## config.mk

```make
export PLATFORM = sky130hd
export DESIGN_NAME = mis_lsu_splitter
export DESIGN_NICKNAME = d
export VERILOG_FILES = /design/src/rtl/mls_pkg.sv /design/src/rtl/mls_lane_plan.sv /design/src/rtl/mls_load_merge.sv /design/src/rtl/mis_lsu_splitter.sv
export SDC_FILE = /design/constraint.sdc
export NUM_CORES = 1
export LEC_CHECK = 0
export ABC_AREA = 1
export BUFFER_PORTS_ARGS = -buffer_cell sky130_fd_sc_hd__clkbuf_2
export CAP_MARGIN = 20
export CORE_MARGIN = 2
export CORE_UTILIZATION = 55
export CTS_CLUSTER_SIZE = 20
export DETAILED_ROUTE_END_ITERATION = 12
export GPL_TIMING_DRIVEN = 0
export PLACE_DENSITY = 0.81
export SYNTH_ARGS = -nofsm -noshare
export SYNTH_HDL_FRONTEND = slang
export SYNTH_HIERARCHICAL = 1
export SYNTH_SLANG_ARGS = --single-unit
```

## constraint.sdc

```tcl
create_clock -name clk_i -period 3.52 [get_ports clk_i]
set_input_delay 0.704 -clock clk_i [delete_from_list [all_inputs] [get_ports clk_i]]
set_output_delay 0.704 -clock clk_i [all_outputs]
set_load 0.02 [all_outputs]
```

## src/rtl/mls_pkg.sv

```systemverilog
package mls_pkg;
    localparam logic [1:0] SZ_BYTE = 2'd0;
    localparam logic [1:0] SZ_HALF = 2'd1;

    typedef enum logic [2:0] {
        ST_IDLE,
        ST_LO_REQ,
        ST_LO_WAIT,
        ST_HI_REQ,
        ST_HI_WAIT
    } state_e;
endpackage

```

## src/rtl/mls_lane_plan.sv

```systemverilog
module mls_lane_plan
    import mls_pkg::*;
#(
    parameter int DATA_W = 32,
    localparam int BYTES = DATA_W / 8,
    localparam int OFF_W = $clog2(BYTES)
) (
    input  logic [OFF_W-1:0]  off_i,
    input  logic [1:0]        size_i,
    input  logic [DATA_W-1:0] wdata_i,
    output logic [BYTES-1:0]  be_lo_o,
    output logic [BYTES-1:0]  be_hi_o,
    output logic [DATA_W-1:0] wd_lo_o,
    output logic [DATA_W-1:0] wd_hi_o,
    output logic              split_o,
    output logic              misal_o
);
    logic [OFF_W:0]          nbytes;
    logic [2*BYTES-1:0]      be_base;
    logic [DATA_W-1:0]       wd_m;

    always_comb begin
        if (size_i == SZ_BYTE)      nbytes = (OFF_W+1)'(1);
        else if (size_i == SZ_HALF) nbytes = (OFF_W+1)'(2);
        else                        nbytes = (OFF_W+1)'(BYTES);
        be_base = ((2*BYTES)'(1) << nbytes) - (2*BYTES)'(1);
    end

    for (genvar i = 0; i < BYTES; i++) begin : g_wmask
        assign wd_m[8*i +: 8] = be_base[i] ? wdata_i[8*i +: 8] : 8'h00;
    end

    assign {be_hi_o, be_lo_o} = be_base << off_i;
    assign {wd_hi_o, wd_lo_o} = {{DATA_W{1'b0}}, wd_m} << {off_i, 3'b000};
    assign split_o = |be_hi_o;
    assign misal_o = (({1'b0, off_i} & (nbytes - (OFF_W+1)'(1))) != '0);
endmodule

```

## src/rtl/mls_load_merge.sv

```systemverilog
module mls_load_merge
    import mls_pkg::*;
#(
    parameter int DATA_W = 32,
    localparam int OFF_W = $clog2(DATA_W / 8)
) (
    input  logic [DATA_W-1:0] lo_i,
    input  logic [DATA_W-1:0] hi_i,
    input  logic [OFF_W-1:0]  off_i,
    input  logic [1:0]        size_i,
    input  logic              signed_i,
    output logic [DATA_W-1:0] res_o
);
    logic [DATA_W-1:0] s;

    always_comb begin
        s = DATA_W'({hi_i, lo_i} >> {off_i, 3'b000});
        if (size_i == SZ_BYTE)
            res_o = {{(DATA_W-8){signed_i & s[7]}}, s[7:0]};
        else if (size_i == SZ_HALF)
            res_o = {{(DATA_W-16){signed_i & s[15]}}, s[15:0]};
        else
            res_o = s;
    end
endmodule

```

## src/rtl/mis_lsu_splitter.sv

```systemverilog
module mis_lsu_splitter
    import mls_pkg::*;
#(
    parameter int ADDR_W = 32,
    parameter int DATA_W = 32,
    localparam int BYTES  = DATA_W / 8,
    localparam int OFF_W  = $clog2(BYTES),
    localparam int WORD_W = ADDR_W - OFF_W
) (
    input  logic              clk_i,
    input  logic              rst_ni,
    input  logic              core_req_i,
    output logic              core_gnt_o,
    input  logic              core_we_i,
    input  logic [1:0]        core_size_i,
    input  logic              core_signed_i,
    input  logic [ADDR_W-1:0] core_addr_i,
    input  logic [DATA_W-1:0] core_wdata_i,
    input  logic              core_mmode_i,
    output logic              core_done_o,
    output logic [DATA_W-1:0] core_rdata_o,
    output logic              core_err_o,
    output logic              bus_req_o,
    input  logic              bus_gnt_i,
    output logic [ADDR_W-1:0] bus_addr_o,
    output logic              bus_we_o,
    output logic [BYTES-1:0]  bus_be_o,
    output logic [DATA_W-1:0] bus_wdata_o,
    output logic              bus_first_o,
    output logic              bus_second_o,
    output logic              bus_prior_err_o,
    output logic              bus_mmode_o,
    input  logic              bus_rvalid_i,
    input  logic [DATA_W-1:0] bus_rdata_i,
    input  logic              bus_err_i
);
    state_e             st_q, st_d;
    logic [WORD_W-1:0]  word_q;
    logic [OFF_W-1:0]   off_q;
    logic [1:0]         size_q;
    logic               we_q, sgn_q, mm_q, err1_q;
    logic [DATA_W-1:0]  wdata_q, lo_q;
    logic               done_q, cerr_q;
    logic [DATA_W-1:0]  rdata_q;

    logic [BYTES-1:0]   be_lo, be_hi;
    logic [DATA_W-1:0]  wd_lo, wd_hi, mrg_lo, mrg_hi, merged;
    logic               split, misal, hi_phase, accept, last_resp;

    mls_lane_plan #(.DATA_W(DATA_W)) u_plan (
        .off_i   (off_q),
        .size_i  (size_q),
        .wdata_i (wdata_q),
        .be_lo_o (be_lo),
        .be_hi_o (be_hi),
        .wd_lo_o (wd_lo),
        .wd_hi_o (wd_hi),
        .split_o (split),
        .misal_o (misal)
    );

    assign mrg_lo = (st_q == ST_HI_WAIT) ? lo_q : bus_rdata_i;
    assign mrg_hi = (st_q == ST_HI_WAIT) ? bus_rdata_i : '0;

    mls_load_merge #(.DATA_W(DATA_W)) u_merge (
        .lo_i     (mrg_lo),
        .hi_i     (mrg_hi),
        .off_i    (off_q),
        .size_i   (size_q),
        .signed_i (sgn_q),
        .res_o    (merged)
    );

    assign accept    = (st_q == ST_IDLE) && core_req_i;
    assign last_resp = bus_rvalid_i &&
                       (((st_q == ST_LO_WAIT) && !split) || (st_q == ST_HI_WAIT));

    // next-state selection
    always_comb begin
        st_d = st_q;
        unique case (st_q)
            ST_IDLE:    if (core_req_i)   st_d = ST_LO_REQ;
            ST_LO_REQ:  if (bus_gnt_i)    st_d = ST_LO_WAIT;
            ST_LO_WAIT: if (bus_rvalid_i) st_d = split ? ST_HI_REQ : ST_IDLE;
            ST_HI_REQ:  if (bus_gnt_i)    st_d = ST_HI_WAIT;
            ST_HI_WAIT: if (bus_rvalid_i) st_d = ST_IDLE;
            default:                      st_d = ST_IDLE;
        endcase
    end

    // state register and captured access
    always_ff @(posedge clk_i or negedge rst_ni) begin
        if (!rst_ni) begin
            st_q    <= ST_IDLE;
            word_q  <= '0;
            off_q   <= '0;
            size_q  <= '0;
            we_q    <= 1'b0;
            sgn_q   <= 1'b0;
            mm_q    <= 1'b0;
            wdata_q <= '0;
            lo_q    <= '0;
            err1_q  <= 1'b0;
            done_q  <= 1'b0;
            cerr_q  <= 1'b0;
            rdata_q <= '0;
        end else begin
            st_q   <= st_d;
            done_q <= last_resp;
            if (accept) begin
                word_q  <= core_addr_i[ADDR_W-1:OFF_W];
                off_q   <= core_addr_i[OFF_W-1:0];
                size_q  <= core_size_i;
                we_q    <= core_we_i;
                sgn_q   <= core_signed_i;
                mm_q    <= core_mmode_i;
                wdata_q <= core_wdata_i;
                err1_q  <= 1'b0;
            end
            if ((st_q == ST_LO_WAIT) && bus_rvalid_i) begin
                lo_q   <= bus_rdata_i;
                err1_q <= bus_err_i;
            end
            if (last_resp) begin
                rdata_q <= we_q ? '0 : merged;
                cerr_q  <= bus_err_i | ((st_q == ST_HI_WAIT) && err1_q);
            end
        end
    end

    // outputs
    always_comb begin
        hi_phase        = (st_q == ST_HI_REQ);
        core_gnt_o      = (st_q == ST_IDLE);
        bus_req_o       = (st_q == ST_LO_REQ) || hi_phase;
        bus_addr_o      = {word_q + WORD_W'(hi_phase), {OFF_W{1'b0}}};
        bus_we_o        = we_q;
        bus_be_o        = hi_phase ? be_hi : be_lo;
        bus_wdata_o     = hi_phase ? wd_hi : wd_lo;
        bus_first_o     = (st_q == ST_LO_REQ) && misal;
        bus_second_o    = hi_phase;
        bus_prior_err_o = hi_phase && err1_q;
        bus_mmode_o     = mm_q;
        core_done_o     = done_q;
        core_rdata_o    = rdata_q;
        core_err_o      = cerr_q;
    end
endmodule

```

==> results <==
- The most common library cell in the layout ignoring fill and taps is sky130_fd_sc_hd__nand2_1.
- CTS saw around 140 sinks.
- CTS placed an instance of sky130_fd_sc_hd__clkbuf_16 at the clock tree root.
- The pin slew with the least headroom to its limit is approximately 0.64 ns.
- The number of antenna diodes in the final layout is 0.
- The total routing usage reported by global routing is between 30% and 40%.
- The routed layout has between 10000 and 15000 vias.
- The worst path uses around 96% of the clock period.
- TritonCTS built the clock tree.
- Setup slack on the worst reg-to-reg path comes out at about 0.7 ns.
- The first-pass GRT wire length is roughly 52000 um.
- The area of the mapped netlist is 0.009693 mm^2.
- The type of element capturing the critical path is an output port.
- The total count of hold-check failures in the final report was 0.
- The static leakage is 6.685 nW.
- The H-tree depth reported by CTS is 4.
- The core box area is between 0.015 and 0.02 mm^2.
- The initial standard-cell utilization of the core is between 50% and 60%.
- For this run, the top clock speed supported by timing is around 300 MHz.
- The share of final-layout standard cells stronger than drive strength 1 is a little under a fifth.
- In this run the horizontal extent of the chip is about 140 um.
- The synthesis-to-layout area growth is 21.27%.
- Buffers added to address setup during post-CTS repair amount to 0.
- Synthesis handed over a netlist of between 1500 and 2000 instances.
- The completed layout was analyzed and its total power is around 12 mW.
- STA puts the critical path data required time at approximately 2.8 ns.
- The final HPWL from detailed placement is approximately 25000 um.
- The worst path in the final design needs a cycle of around 3.4 ns, including I/O delays and setup.
- The via count of the first global-routing pass is between 9000 and 10000.
- The warning count from the yosys run is 6.
- The largest stage delay on the critical path is roughly 0.43 ns.
- The clock slew seen by the registers of the worst setup and hold paths is around 0.060 ns.
- The number of remaining DRC errors is 0.
- The post-detailed-routing wire length is between 30000 and 40000 um.
- The critical path goes through inv_1, nor2_4, nand2_1, clkbuf_4, nor2_1, ha_1, nand3_1, inv_1, nand2_2, nor2_4, xor2_1, clkbuf_2.
- The port buffer count is about 210.
- Setup violations remaining at the end of the flow were counted as 0.
- Entering global routing, the biggest net connects 117 pins.
- The total overflow left after global routing is 0.
- The buffer depth of the longest clock path is 2.
- The floorplan die area is approximately 0.019 mm^2.
- The count of boundary I/O pins is ~220.
- The antenna violation net count after detailed routing is 0.
- For the worst-skew pair, the clock arrives at the later sink with an insertion delay of 0.43 ns.
- The final number of max-transition violations is 0.
- The startpoint-to-endpoint class of the critical path is register to output port.
- The worst hold path class is input pin to async pin.
- The mean number of vias per cell is between 5 and 6.
- In this run, the number of DRC markers left after iteration 0 of detailed routing was approximately 1100.
- The routability-driven placement congestion ratio is ~1.
- The worst IR drop on VDD is ~0.00074 V.
- The number of antenna violations at the first check in global routing is 0.
- The count of max-cap constraint violations is 0.
- Row generation in the floorplan step produced between 40 and 50 rows.
- The total instance count after detailed placement is about 2000.
- The worst pin sits at a relative slew slack of roughly 57%.
- The post-route core utilization is 68.20%.
- The run finished with clean final reports.
- The net total in the final layout is between 1500 and 2000.
- On the critical path, the stage with the largest delay is an instance of sky130_fd_sc_hd__dfrtp_2.
- The final standard cell count with taps included and fillers excluded is approximately 2100.
- Along the worst path, the maximum fanout reaches 10.
- The die height is approximately 140 um.
- The number of clock buffers added by TritonCTS is 17.
- The count of hold buffers inserted by post-cts repair is 0.
- The count of TritonRoute iterations in the first routing pass is 7.
- The clock tree skew after final layout is 0.01040 ns.
- The per-instance average area after synthesis is a little over 6 um^2.
- The signal arrival time at the worst endpoint is between 2 and 3 ns.
- In the final routed layout, each cell accounts on average for 16.49 um.
- STA classifies the critical path startpoint as a register.
- The library cells used most frequently in the layout, excluding fill and tap cells, are sky130_fd_sc_hd__nand2_1 (703), sky130_fd_sc_hd__clkbuf_2 (212), sky130_fd_sc_hd__nand3_1 (198).
- In this run the power density over the cells is ~990 mW/mm^2.
- The fill cell total of the finished layout is 1558.
-- registers in the layout, indices dropped and copies added (netlist names) --
signal        count
core_rdata_o     32
lo_q             32
wdata_q          32
word_q           30
st_q              3
off_q             2
size_q            2
bus_mmode_o       1
bus_we_o          1
core_done_o       1
core_err_o        1
err1_q            1
sgn_q             1
-- power by group --
group	leakage (nW)	total [mW]	switching, mW	internal [mW]
clock network	0.303	1.92	0.767	1.15
registers	1.74	2.93	0.615	2.31
logic	4.64	6.83	4.72	2.11
total	6.69	11.7	6.11	5.57
-- cell type report --
cell class                      instances  area, um^2  area share, %
Clock inverter                         13       177.7          1.511
Timing Repair Buffer                  213        1097          9.335
Inverter                              119       451.7          3.842
Tap cell                              225       281.5          2.395
Sequential cell                       139        3481          29.61
Multi-Input combinational cell       1218        5223          44.43
Clock buffer                           19       442.9          3.768
Buffer                                104       600.6          5.109
-- path summary, 6_finish.rpt --
kind                                                   start  cells after the start                            to
worst max-delay path                     st_q[0]$_DFFE_PN0P_                     12                bus_addr_o[14]
worst min-delay path                                  rst_ni                      1        word_q[27]$_DFFE_PN0P_
worst max register to register           st_q[1]$_DFFE_PN0P_                     15  core_rdata_o[22]$_DFFE_PN0P_
worst min register to register  core_rdata_o[11]$_DFFE_PN0P_                      2  core_rdata_o[11]$_DFFE_PN0P_
max in group asynchronous                             rst_ni                      2           st_q[0]$_DFFE_PN0P_
min in group clk_i              core_rdata_o[11]$_DFFE_PN0P_                      2  core_rdata_o[11]$_DFFE_PN0P_
-- repair_timing --
item | 4_1_cts | 5_1_grt
endpoints found under the setup margin | 16 | 8
gates resized for setup | 5 | 7
pin swaps | 0 | 0
-- routing by layer --
layer,track usage (%),routed length (um)
met1,53.55,14910
met2,53.17,14450
met3,7.556,3559
met4,10.76,885
met5,0,0
-- critical path: cells and delay by family, from the launching register on --
family | cells | cell delay (ns)
adders and majority gates | 1 | 0.19
xor gates and xnor gates | 1 | 0.21
and+or+nand+nor | 6 | 0.76
DFF | 1 | 0.43
buffers and inverters | 4 | 0.64
-- stage by stage --
stage	setup slack (ns)	area [um^2]	setup TNS, ns	hold WS [ns]
2_1_floorplan	0.3215	9727	0	0.4084
3_3_place_gp	-0.4368	11070	-58.27	0.4534
3_5_place_dp	0.1857	11110	0	0.4607
4_1_cts	0.03232	11730	0	0.1428
5_1_grt	-0.01727	11760	-0.01967	0.1496
6_report	0.1465	11760	0	0.1393
Power figures use the tool's default switching activity.
